<file path="config.mk">
export PLATFORM = sky130hd
export DESIGN_NAME = crtc_timing
export DESIGN_NICKNAME = d
export VERILOG_FILES = /design/src/rtl/crtc_pkg.sv /design/src/rtl/crtc_ctrl.sv /design/src/rtl/crtc_dp.sv /design/src/rtl/crtc_timing.sv
export SDC_FILE = /design/constraint.sdc
export NUM_CORES = 1
export LEC_CHECK = 0
export ABC_AREA = 1
export BUFFER_PORTS_ARGS = -buffer_cell sky130_fd_sc_hd__buf_2
export CAP_MARGIN = 10
export CORE_MARGIN = 2
export CORE_UTILIZATION = 30
export CTS_CLUSTER_DIAMETER = 80
export DETAILED_ROUTE_END_ITERATION = 12
export SLEW_MARGIN = 20
export SYNTH_ARGS = -nofsm -noshare
export SYNTH_HDL_FRONTEND = slang
export SYNTH_SLANG_ARGS = --single-unit
</file>
<file path="constraint.sdc">
create_clock -name clk -period 3.3 [get_ports clk]
set_input_delay 0.165 -clock clk [delete_from_list [all_inputs] [get_ports clk]]
set_output_delay 0.165 -clock clk [all_outputs]
set_load 0.01 [all_outputs]
</file>
<file path="src/rtl/crtc_pkg.sv">
package crtc_pkg;
  localparam int H_W   = 9;
  localparam int V_W   = 11;
  localparam int HSW_W = 6;
  localparam int VSW_W = 5;

  localparam logic [2:0] A_HTIME = 3'd0;
  localparam logic [2:0] A_HSYNC = 3'd1;
  localparam logic [2:0] A_VTIME = 3'd2;
  localparam logic [2:0] A_VSYNC = 3'd3;
  localparam logic [2:0] A_CTRL  = 3'd4;

  typedef struct packed {
    logic [H_W-1:0]   hTotal;
    logic [H_W-1:0]   hDisp;
    logic [H_W-1:0]   hSyncStart;
    logic [HSW_W-1:0] hSyncWidth;
    logic             hSyncNeg;
    logic [V_W-1:0]   vTotal;
    logic [V_W-1:0]   vDisp;
    logic [V_W-1:0]   vSyncStart;
    logic [VSW_W-1:0] vSyncWidth;
    logic             vSyncNeg;
  } crtc_cfg_t;

  typedef struct packed {
    logic hold;
    logic charStep;
  } crtc_step_t;
endpackage

</file>
<file path="src/rtl/crtc_ctrl.sv">
module crtc_ctrl
  import crtc_pkg::*;
#(
  parameter int PIX_PER_CHAR = 8
) (
  input  logic        clk,
  input  logic        rstN,
  input  logic        regWrEn,
  input  logic [2:0]  regAddr,
  input  logic [31:0] regWrData,
  output crtc_cfg_t   cfg,
  output crtc_step_t  step
);
  localparam int PW = (PIX_PER_CHAR > 1) ? $clog2(PIX_PER_CHAR) : 1;
  localparam logic [PW-1:0] PH_LAST = PW'(PIX_PER_CHAR - 1);

  logic [1:0]    ctrlBits;
  logic [PW-1:0] phase;
  logic          running;
  logic          timingOpen;
  logic          unusedWrBits;

  assign running      = &ctrlBits;
  assign timingOpen   = (ctrlBits == 2'b00);
  assign unusedWrBits = ^regWrData;

  always_ff @(posedge clk) begin
    if (!rstN) begin
      cfg      <= '0;
      ctrlBits <= 2'b00;
    end else if (regWrEn) begin
      if (regAddr == A_CTRL) begin
        ctrlBits <= regWrData[1:0];
      end else if (timingOpen) begin
        case (regAddr)
          A_HTIME: begin
            cfg.hTotal <= regWrData[H_W-1:0];
            cfg.hDisp  <= regWrData[16 +: H_W];
          end
          A_HSYNC: begin
            cfg.hSyncStart <= {regWrData[12], regWrData[7:0]};
            cfg.hSyncWidth <= regWrData[16 +: HSW_W];
            cfg.hSyncNeg   <= regWrData[31];
          end
          A_VTIME: begin
            cfg.vTotal <= regWrData[V_W-1:0];
            cfg.vDisp  <= regWrData[16 +: V_W];
          end
          A_VSYNC: begin
            cfg.vSyncStart <= regWrData[V_W-1:0];
            cfg.vSyncWidth <= regWrData[16 +: VSW_W];
            cfg.vSyncNeg   <= regWrData[31];
          end
          default: ;
        endcase
      end
    end
  end

  always_ff @(posedge clk) begin
    if (!rstN || !running)     phase <= '0;
    else if (phase == PH_LAST) phase <= '0;
    else                       phase <= phase + 1'b1;
  end

  assign step.hold     = !running;
  assign step.charStep = running && (phase == PH_LAST);

  // timing registers frozen while either enable bit is set
  p_locked_write_r9: assert property (@(posedge clk) disable iff (!rstN)
    (regWrEn && regAddr != A_CTRL && ctrlBits != 2'b00) |=> $stable(cfg));
endmodule

</file>
<file path="src/rtl/crtc_dp.sv">
module crtc_dp
  import crtc_pkg::*;
(
  input  logic           clk,
  input  logic           rstN,
  input  crtc_cfg_t      cfg,
  input  crtc_step_t     step,
  output logic [H_W-1:0] charCount,
  output logic [V_W-1:0] lineCount,
  output logic           hSync,
  output logic           vSync,
  output logic           dispEn
);
  logic [H_W:0] hEnd;
  logic [V_W:0] vEnd;
  logic         hActive;
  logic         vActive;
  logic         lineWrap;

  assign lineWrap = (charCount == cfg.hTotal);

  always_ff @(posedge clk) begin
    if (!rstN || step.hold) begin
      charCount <= '0;
      lineCount <= '0;
    end else if (step.charStep) begin
      if (lineWrap) begin
        charCount <= '0;
        if (lineCount == cfg.vTotal) lineCount <= '0;
        else                         lineCount <= lineCount + 1'b1;
      end else begin
        charCount <= charCount + 1'b1;
      end
    end
  end

  assign hEnd = {1'b0, cfg.hSyncStart} + {{(H_W+1-HSW_W){1'b0}}, cfg.hSyncWidth};
  assign vEnd = {1'b0, cfg.vSyncStart} + {{(V_W+1-VSW_W){1'b0}}, cfg.vSyncWidth};

  assign hActive = !step.hold && (charCount >= cfg.hSyncStart)
                   && ({1'b0, charCount} < hEnd);
  assign vActive = !step.hold && (lineCount >= cfg.vSyncStart)
                   && ({1'b0, lineCount} < vEnd);

  assign hSync  = hActive ^ cfg.hSyncNeg;
  assign vSync  = vActive ^ cfg.vSyncNeg;
  assign dispEn = !step.hold && (charCount <= cfg.hDisp) && (lineCount <= cfg.vDisp);

  // character count never passes its programmed last index
  p_char_bound_r3: assert property (@(posedge clk) disable iff (!rstN)
    !step.hold |-> charCount <= cfg.hTotal);
  // frame wrap returns line count to zero
  p_line_wrap_r3: assert property (@(posedge clk) disable iff (!rstN)
    (step.charStep && lineWrap && lineCount == cfg.vTotal) |=> lineCount == '0);
  // line count steps by one on a character wrap inside the frame
  p_line_step_r3: assert property (@(posedge clk) disable iff (!rstN)
    (step.charStep && lineWrap && lineCount != cfg.vTotal)
      |=> lineCount == $past(lineCount) + 1'b1);
  // halted raster clears both counters
  p_halt_zero_r8: assert property (@(posedge clk) disable iff (!rstN)
    step.hold |=> (charCount == '0 && lineCount == '0));
  // no display window while halted
  p_dispen_halt_r7: assert property (@(posedge clk) disable iff (!rstN)
    step.hold |-> !dispEn);
endmodule

</file>
<file path="src/rtl/crtc_timing.sv">
module crtc_timing
  import crtc_pkg::*;
#(
  parameter int PIX_PER_CHAR = 8
) (
  input  logic        clk,
  input  logic        rstN,
  input  logic        regWrEn,
  input  logic [2:0]  regAddr,
  input  logic [31:0] regWrData,
  output logic        hSync,
  output logic        vSync,
  output logic        dispEn,
  output logic [8:0]  charCount,
  output logic [10:0] lineCount
);
  crtc_cfg_t  cfg;
  crtc_step_t step;

  crtc_ctrl #(.PIX_PER_CHAR(PIX_PER_CHAR)) u_ctrl (
    .clk(clk), .rstN(rstN), .regWrEn(regWrEn), .regAddr(regAddr),
    .regWrData(regWrData), .cfg(cfg), .step(step)
  );

  crtc_dp u_dp (
    .clk(clk), .rstN(rstN), .cfg(cfg), .step(step),
    .charCount(charCount), .lineCount(lineCount),
    .hSync(hSync), .vSync(vSync), .dispEn(dispEn)
  );
endmodule

</file>
Word level (Yosys, flattened, before mapping):

Index checks and enable logic that the tools add are counted.

* add/sub/neg operators: 5
* $lt $le $gt $ge: 6
* eq/ne operators: 7
* mux-type cells: 2
* bitwise logic cells: 3
* reductions and logical operators: 20

Operator list (count)
* $reduce_and 4->1: 4
* $add 11x5->12: 1
* $lt 11x12->1: 1
* $add 11x1->11 const B: 1
* $eq 11x11->1: 1
* $ge 11x11->1: 1
* $le 11x11->1: 1
* $mux 11: 1
* $add 9x6->10: 1
* $lt 9x10->1: 1
* $add 9x1->9 const B: 1
* $eq 9x9->1: 1
* $ge 9x9->1: 1
* $le 9x9->1: 1
* $mux 9: 1
* $logic_and 1x1->1: 7
* $eq 3x2->1 const B: 2
* $eq 3x3->1 const B: 2
* $reduce_and 2->1: 3
* $add 3x1->3 const B: 1
* $eq 3x1->1 const B: 1
* $logic_not 3->1: 1
* $logic_not 1->1: 2
* $logic_not 2->1: 1
* other kinds (4): 5

* flip-flop bits (word level): 98
* bits of input ports: 38
* output and inout bits: 23
* logic and storage cells: 57

Longest topological paths before layout:

Gate-level depths: netlist of the first run.

* word-level depth: 4
* mapped depth: 18
* gate-level depth less buffers: 18

By module:

From an unflattened synthesis of the first run, not the netlist that was laid out.

* cell total of the unflattened synthesis: 990
* area, all modules: 6776.5 sq um

Modules (own cells, without submodules)
* crtc_dp: times used 1, cells each 546, area each 3503.4 sq um, sequential area each 400.4 sq um
* crtc_ctrl: times used 1, cells each 444, area each 3273.1 sq um, sequential area each 1561.5 sq um

Worst setup path before layout of the first run:

No wires, ideal clock.

* kind: register to output
* from: register u_ctrl.cfg[46] (netlist name)
* to: output hSync
* data arrival time: 2348 ps
* data required time: 3135 ps
* slack: 787 ps
* cell stages (with the launch flop): 19
* path buffers: 0
* cells stage by stage: dfxtp_1 -> ha_1 -> inv_1 -> fa_1 -> o21ai_0 -> a21oi_1 -> o21bai_1 -> xor2_1 -> ha_1 -> nand2_1 -> inv_1 -> nand2_1 -> nand2_1 -> nand2_1 -> nand2_1 -> nand2_1 -> nand2_1 -> nand2_1 -> nand2_1

* word-level cells in the longest chain between the ends: 4
* elaborated cells on any way between the ends: 6
* those cells by class: add/sub: 1; order compare: 2; bitwise: 1; reduce/logical: 2

RTL lines
* $add 9x6->10 / $ge 9x9->1 (equally long branches): line crtc_dp.sv:37, crtc_dp.sv:40
* $lt 9x10->1 / $logic_and 1x1->1 (equally long branches): line crtc_dp.sv:41, crtc_dp.sv:40
* $logic_and 1x1->1 (*): line crtc_dp.sv:41 `&& ({1'b0, charCount} < hEnd);`
* $xor 1x1->1 (*): line crtc_dp.sv:45 `assign hSync = hActive ^ cfg.hSyncNeg;`
* to (decl): line crtc_timing.sv:11 `output logic hSync,`

Mark *: on every way between the ends. The rest lies on a longest branch, timed or not.

Worst setup path in the final report of the first run:

* from: register u_ctrl.cfg[6] (netlist name)
* to: output vSync

* word-level cells in the longest chain between the ends: 4
* elaborated cells on any way between the ends: 6
* those cells by class: add/sub: 1; order compare: 2; bitwise: 1; reduce/logical: 2

RTL lines
* $add 11x5->12 / $ge 11x11->1 (equally long branches): line crtc_dp.sv:38, crtc_dp.sv:42
* $lt 11x12->1 / $logic_and 1x1->1 (equally long branches): line crtc_dp.sv:43, crtc_dp.sv:42
* $logic_and 1x1->1 (*): line crtc_dp.sv:43 `&& ({1'b0, lineCount} < vEnd);`
* $xor 1x1->1 (*): line crtc_dp.sv:46 `assign vSync = vActive ^ cfg.vSyncNeg;`
* to (decl): line crtc_timing.sv:12 `output logic vSync,`

Marked as above.

==> results.md, run 1 <==
- Slowest CP cell: dfxtp_1
- Max FO, Critical Path: 3
- Peak supply drop: around 240 uV
- WHS Endpoint: u_ctrl.cfg[37]
- Critical path type: flip-flop to primary output
- Latest clock arrival within the worst-skew pair: 0.36 ns
- Tmin final: 3.07 ns
- Mapped Area: 0.00611 sq mm
- First-pass GRT wire length: 26.8 mm
- Leakage power: around 3.1 nW
- Syn nets: 952
- Total number of yosys warnings: 0
- R2R Path Start: u_ctrl.ctrlBits[1]
- Reg clk slew, reported paths: 0.07 ns
- Number of diodes: 0
- Std cell rows: 52
- Maximum clock insertion buffer count: 2
- Status: completed
- Worst min path class: input pin to flip-flop
- Worst Reg2Reg Path Length in Cells: 8
- Slew of the pin with the lowest slew margin: 0.958 ns
- Sequential fraction of the synthesis area: 0.321
- Pwr Density: slightly below 400 mW/mm^2
- Wirelength per Cell: 14.4 um
- Final TNS setup: 0 ns
- Async SR Flop Fraction: 0
- CTS Buf Count: 9
- Layout cell share with drive strength beyond 1: 0.106
- Initial Utilization: 0.304
- Max Cap Viol: 0
- Root Driver: clkbuf_16
- Fmax achieved: about 330 MHz
- Via density: 4.76
- Final Setup Violations: 0
- CP Data Arrival Time: 2.91 ns
- Largest net degree at the start of global routing: 76
- CTS tree: done
- Slowest cell delay on critical path: 0.36 ns
- Total global routing overflow: 0
- Most frequent CP cell: nand2_1
- GRT Overall Usage: 0.159
- Clock sinks: 98
- DR vias: 5,522
- Die height: 147 um
- Fin util: 0.346
- Setup crit start kind: flip-flop
- Crit end category: primary output
- Slew HR: 0.361
- Routed Antenna Nets: 0
- WL final: 16.7 mm
- Synth unique cells: 39
- Reg2Reg Setup Slack: about 1.1 ns
- Hold Path Origin: regWrData[9]
- RSZ-0062 raised after global routing: false
- Worst Skew: 0.0132 ns
- Initial antenna violation count: 1
- DRT Pass-1 Iters: 5
- Final worst-path cycle share: 0.930
- Port bufs: between 50 and 60
- Die Width: 147 um
- Hold Vio Cnt, Final: 0
- Area growth from synthesis to layout: 13.7%
- GP Congestion: 0.821
- Htree depth: 3
- Ys flop type: dfxtp_1
- Hold depth: 3
- Syn_area_per_cell: 7.28 sq um
- Iter 0 DRT Violations: 294
- IO Count: 61
- Core area: around 0.020 sq mm
- Post-synthesis sequential element count: 98
- Worst r2r dst: u_ctrl.cfg[24]
- Fin nets: approximately 1,000
- WP data required: roughly 3.1 ns
- Die ar.: about 0.022 sq mm
- Vias in the first global route: around 5,200
- Pins Over Slew Limit: 0
- Worst path cell trace: ha_1, fa_1, nand3_1, nand2_1, nand2_1, a21oi_1, nand2_1, nor3_1, xor2_1, ha_1, nand3_1, nor2_1, nor2_1, nand3_1, nand2_1, nand2_1, buf_2
- DRC: 0
- Post-synth EDFFs: 0
- Dpl hpwl: around 12 mm
- Post-Syn Instances: 839
==> power breakdown <==
part           total, W  switching [W]  internal, W
sequential      0.00123      0.0000170      0.00121
clock           0.00116       0.000499     0.000665
combinational  0.000286       0.000183     0.000104
==> cells in the mapped netlist (all sizes together), types with 3 or more instances <==
library cell	number	area share
nor4	3	0.0055
xor2	22	0.032
ha	73	0.15
nor2	107	0.069
o21a	4	0.0049
nand3b	9	0.011
nor3b	3	0.0037
nand2	143	0.090
nand4	12	0.012
clkbuf	12	0.0074
or2	3	0.0031
inv	98	0.060
buf	8	0.0090
nor3	11	0.011
a21oi	91	0.076
o21ai	87	0.073
dfxtp	98	0.32
nand3	33	0.028
xnor2	13	0.019
==> layout make-up <==
class / instances / area, sq um
fillers: 2158 / 13200
multi-input cells: 623 / 3680
repair buffers: 55 / 283
clock inverters: 6 / 90.1
flip-flops and latches: 98 / 1960
clock buffers: 9 / 225
inverters: 98 / 368
well taps: 270 / 338
==> worst max-delay path, delay by kind of cell, from the launching register on <==
family | cells | cell delay (ns)
flip-flops | 1 | 0.36
buffers and inverters | 1 | 0.13
AND/OR/NAND/NOR | 11 | 1.02
AO/OA/AOI/OAI | 1 | 0.21
XOR/XNOR | 1 | 0.18
adder cells (fa/ha/maj) | 3 | 0.66
==> per-layer routing <==
| layer | part of all wire | vias to the layer above | GRT usage |
|---|---|---|---|
| li1 | - | 2863 | - |
| met4 | 0.023 | 2 | 0.0597 |
| met2 | 0.45 | 101 | 0.260 |
| met5 | 0.00066 | - | 0 |
| met3 | 0.035 | 28 | 0.0217 |
| met1 | 0.49 | 2528 | 0.214 |
==> layout by cell type, fill, tap and decap left out, types with 4 or more instances in the layout <==
cell type / count
nand2_1: 140
nor2_1: 102
dfxtp_1: 98
inv_1: 95
a21oi_1: 88
o21ai_0: 81
ha_1: 73
buf_2: 52
nand3_1: 32
xor2_1: 22
xnor2_1: 13
nand4_1: 12
nor3_1: 10
nand3b_1: 9
clkbuf_16: 9
o21a_1: 4
==> worst max path at each step <==
stage,from,end,slack [ns],depth (start not counted)
final,u_ctrl.cfg[6],vSync,0.23,17
after global routing,u_ctrl.cfg[6],vSync,0.02,17
after CTS,u_ctrl.cfg[46],hSync,0.07,19
after detailed placement,u_ctrl.cfg[46],hSync,0.47,19
after global placement,u_ctrl.cfg[46],hSync,0.48,19
after floorplan,u_ctrl.cfg[46],hSync,0.79,18
==> flip-flops by register name (all words and copies together) (netlist names) <==
signal / cells
u_ctrl.phase: 3
u_ctrl.cfg: 73
u_dp.charCount: 9
u_ctrl.ctrlBits: 2
u_dp.lineCount: 11
==> timing repair <==
action                                  4_1_cts  5_1_grt
gates resized for setup                       0        2
endpoints found under the setup margin        0        1
hold endpoints to repair                      0        0
hold buffers                                  0        0
setup buffers                                 0        0
==> stage by stage <==
stage | hold slack (ns) | cell area [sq um] | setup slack [ns] | cells | power (W)
CTS | 0.0440 | 6950 | 0.0696 | 1159 | 0.00270
global placement | 0.411 | 6630 | 0.485 | 1144 | 0.00154
global route | 0.0588 | 6950 | 0.0155 | 1159 | 0.00279
floorplan | 0.300 | 6110 | 0.787 | 839 | 0.00146
finish | 0.0530 | 6950 | 0.229 | 1159 | 0.00268
detailed placement | 0.418 | 6630 | 0.471 | 1144 | 0.00154
==> cell families (layout without fill, tap and decap cells) <==
logic type | count (synthesis) | after routing | synth area share
AO/OA/AOI/OAI | 187 | 187 | 0.161
XOR/XNOR | 35 | 35 | 0.0502
adder cells (fa/ha/maj) | 75 | 75 | 0.156
buffers and inverters | 118 | 168 | 0.0766
flip-flops | 98 | 98 | 0.321
AND/OR/NAND/NOR | 326 | 326 | 0.236
No activity file was read; power rests on OpenSTA's default activity.
==> inputs of run 2 (changes only) <==
- clock period: 3.3 -> 3.8 ns (I/O delays scaled with it)
==> run 2 against run 1 <==
Non-clock buffer count stayed put. Largest power group unchanged. Core utilization is 0.22 points lower. Highest routed layer unchanged. Wire length is 0.19% lower. Via count is 0.91% lower. Die area stayed put. Setup slack better by 0.33 ns. First-iteration DRC count is 20% higher.
==> results.md, run 2 (synthesis results as in run 1) <==
- Routed Antenna Nets: 0 (unchanged)
- IO Count: 61 (unchanged)
- Slowest cell delay on critical path: 0.40 ns (was 0.36 ns)
- Layout cell share with drive strength beyond 1: 0.101 (was 0.106)
- WHS Endpoint: u_ctrl.cfg[37] (unchanged)
- Reg2Reg Setup Slack: 1.70 ns (was 1.10 ns)
- Maximum clock insertion buffer count: 2 (unchanged)
- Worst path cell trace: ha_1, inv_1, fa_1, o21ai_0, a21oi_1, o21bai_1, xor2_1, ha_1, nand2_1, inv_1, nand2_1, nand2_1, nand2_1, nand2_1, nand2_1, nand2_1, nand2_1, nand2_1, buf_2 (was ha_1, fa_1, nand3_1, nand2_1, nand2_1, a21oi_1, nand2_1, nor3_1, xor2_1, ha_1, nand3_1, nor2_1, nor2_1, nand3_1, nand2_1, nand2_1, buf_2)
- RSZ-0062 raised after global routing: false (unchanged)
- R2R Path Start: u_ctrl.ctrlBits[1] (unchanged)
- Setup crit start kind: flip-flop (unchanged)
- Latest clock arrival within the worst-skew pair: 0.35 ns (was 0.36 ns)
- Vias in the first global route: 5,103 (was 5,238)
- PnR worst setup slack: 0.559 ns (was 0.229 ns)
- Total global routing overflow: 0 (unchanged)
- GP Congestion: 0.820 (was 0.821)
- Leakage power: 3.05 nW (was 3.07 nW)
- Slowest CP cell: fa_1 (was dfxtp_1)
- Die height: 147 um (unchanged)
- Slew HR: 0.372 (was 0.361)
- Post_cts resized: 0 (unchanged)
- Std cell rows: 52 (unchanged)
- Critical path startpoint: u_ctrl.cfg[46] (was u_ctrl.cfg[6])
- Fin cells: 1,158 (was 1,159)
- Iter 0 DRT Violations: 352 (was 294)
- DR vias: 5,472 (was 5,522)
- Worst Reg2Reg Path Length in Cells: 9 (was 8)
- Via density: 4.73 (was 4.76)
- Tmin final: 3.24 ns
- Sequential share of power: 0.480 (was 0.459)
- Crit end category: primary output (unchanged)
- Slew of the pin with the lowest slew margin: 0.941 ns (was 0.958 ns)
- Internal power: 0.00165 W (was 0.00198 W)
- Sw Share: 0.260 (was 0.261)
- Initial Utilization: 0.304 (unchanged)
- Max FO, Critical Path: 3 (unchanged)
- Peak supply drop: 201 uV (was 240 uV)
- GRT Overall Usage: 0.157 (was 0.159)
- Biggest regs: u_ctrl.cfg x73, u_dp.lineCount x11, u_dp.charCount x9 (unchanged)
- WL final: 16.7 mm (about the same)
- Dpl hpwl: 12.2 mm (was 12.4 mm)
- Area growth from synthesis to layout: 13.0% (was 13.7%)
- Largest net degree at the start of global routing: 76 (unchanged)
- Max Cap Viol: 0 (unchanged)
- Pwr Density: 322 mW/mm^2 (was 386 mW/mm^2)
- Root Driver: clkbuf_16 (unchanged)
- Largest register FFs: 73 (unchanged)
- Combinational power share: 0.112 (was 0.107)
- CTS Buf Count: 9 (unchanged)
- Htree depth: 3 (unchanged)
- Number of diodes: 0 (unchanged)
- CP Data Arrival Time: 3.05 ns (was 2.91 ns)
- Most frequent CP cell: nand2_1 (unchanged)
- Pins Over Slew Limit: 0 (unchanged)
- CTS tree: done (unchanged)
- DRT Pass-1 Iters: 4 (was 5)
- Reg clk slew, reported paths: 0.07 ns (about the same)
- Final Setup Violations: 0 (unchanged)
- Hold Path Origin: regWrData[9] (unchanged)
- Core area: 0.0201 sq mm (unchanged)
- Fmax achieved: 309 MHz
- Clock sinks: 98 (unchanged)
- Die ar.: 0.0215 sq mm (unchanged)
- WP data required: 3.61 ns (was 3.13 ns)
- Final TNS setup: 0 ns (unchanged)
- Leading cell type in the layout, fill and taps excluded: nand2_1 (unchanged)
- Hold Vio Cnt, Final: 0 (unchanged)
- Reg with most FFs: u_ctrl.cfg (unchanged)
- Port bufs: 52 (unchanged)
- Worst Setup Slack post-DPL: 0.942 ns (was 0.471 ns)
- Initial antenna violation count: 1 (unchanged)
- # hold bufs at CTS: 0 (unchanged)
- Family with the most delay on the worst path: adder cells (was simple AND/OR/NAND/NOR gates)
- Final worst-path cycle share: 0.853
- Status: completed (unchanged)
- Hold depth: 3 (unchanged)
- Worst r2r dst: u_ctrl.cfg[25] (was u_ctrl.cfg[24])
- Most frequent cells in the layout: 140 x nand2_1, 102 x nor2_1, 98 x dfxtp_1 (unchanged)
- Critical path type: flip-flop to primary output (unchanged)
- Fin nets: 998 (unchanged)
- Switching pwr: 0.000578 W (was 0.000698 W)
- Clock network power share: 0.408 (was 0.434)
- First-pass GRT wire length: 26.5 mm (was 26.8 mm)
- Worst min path class: input pin to flip-flop (unchanged)
- CP bufs+invs: 3 (was 1)
- Die Width: 147 um (unchanged)
- DRC: 0 (unchanged)
- Post-Place Cells: 1,144 (unchanged)
- Wirelength per Cell: 14.4 um (about the same)
- Worst Skew: 0.00581 ns (was 0.0132 ns)
- Post-CTS setup buffers: 0 (unchanged)
[run 2: worst max path at each step]
stage | end | slack (ns) | cells after the start
2_1_floorplan | hSync | 1.26 | 18
4_1_cts | hSync | 0.54 | 19
3_5_place_dp | hSync | 0.94 | 19
6_report | hSync | 0.56 | 19
5_1_grt | hSync | 0.25 | 19
3_3_place_gp | hSync | 0.94 | 19
[run 2: worst reg2reg max path, stage by stage (launching register included)]
cell     delay, ns
dfxtp_1       0.32
nor2_1        0.12
inv_1         0.06
nor2_2        0.11
nand2_1       0.11
nor3_1        0.17
buf_4         0.21
inv_1         0.41
o21ai_0       0.38
a21oi_1       0.06
[run 2: layer usage]
metal / wire [um] / track usage
met4: 250 / 0.0515
met1: 8010 / 0.211
met5: 11 / 0
met3: 806 / 0.0252
met2: 7610 / 0.257
[run 2: cell type report]
class,count,area (sq um)
repair buffers,55,283
well taps,270,338
multi-input cells,623,3680
inverters,98,368
flip-flops and latches,98,1960
clock inverters,3,42.5
clock buffers,11,233
fillers,2164,13200
[run 2: power by group through the flow]
stage	sequential, W	clock [W]	combinational, W
2_1_floorplan	0.00109	0	0.000176
3_3_place_gp	0.00109	0	0.000245
3_5_place_dp	0.00109	0	0.000247
4_1_cts	0.00107	0.000920	0.000250
5_1_grt	0.00107	0.000967	0.000285
6_report	0.00107	0.000908	0.000248
[run 2: per-stage QoR]
step	hold slack, ns	utilization	area [sq um]	total power, W
final	0.0774	0.344	6910	0.00223
after global routing	0.116	0.344	6910	0.00232
after CTS	0.0704	0.344	6910	0.00224
after detailed placement	0.418	0.330	6630	0.00134
after global placement	0.412	0.330	6630	0.00134
after floorplan	0.325	-	6110	0.00126
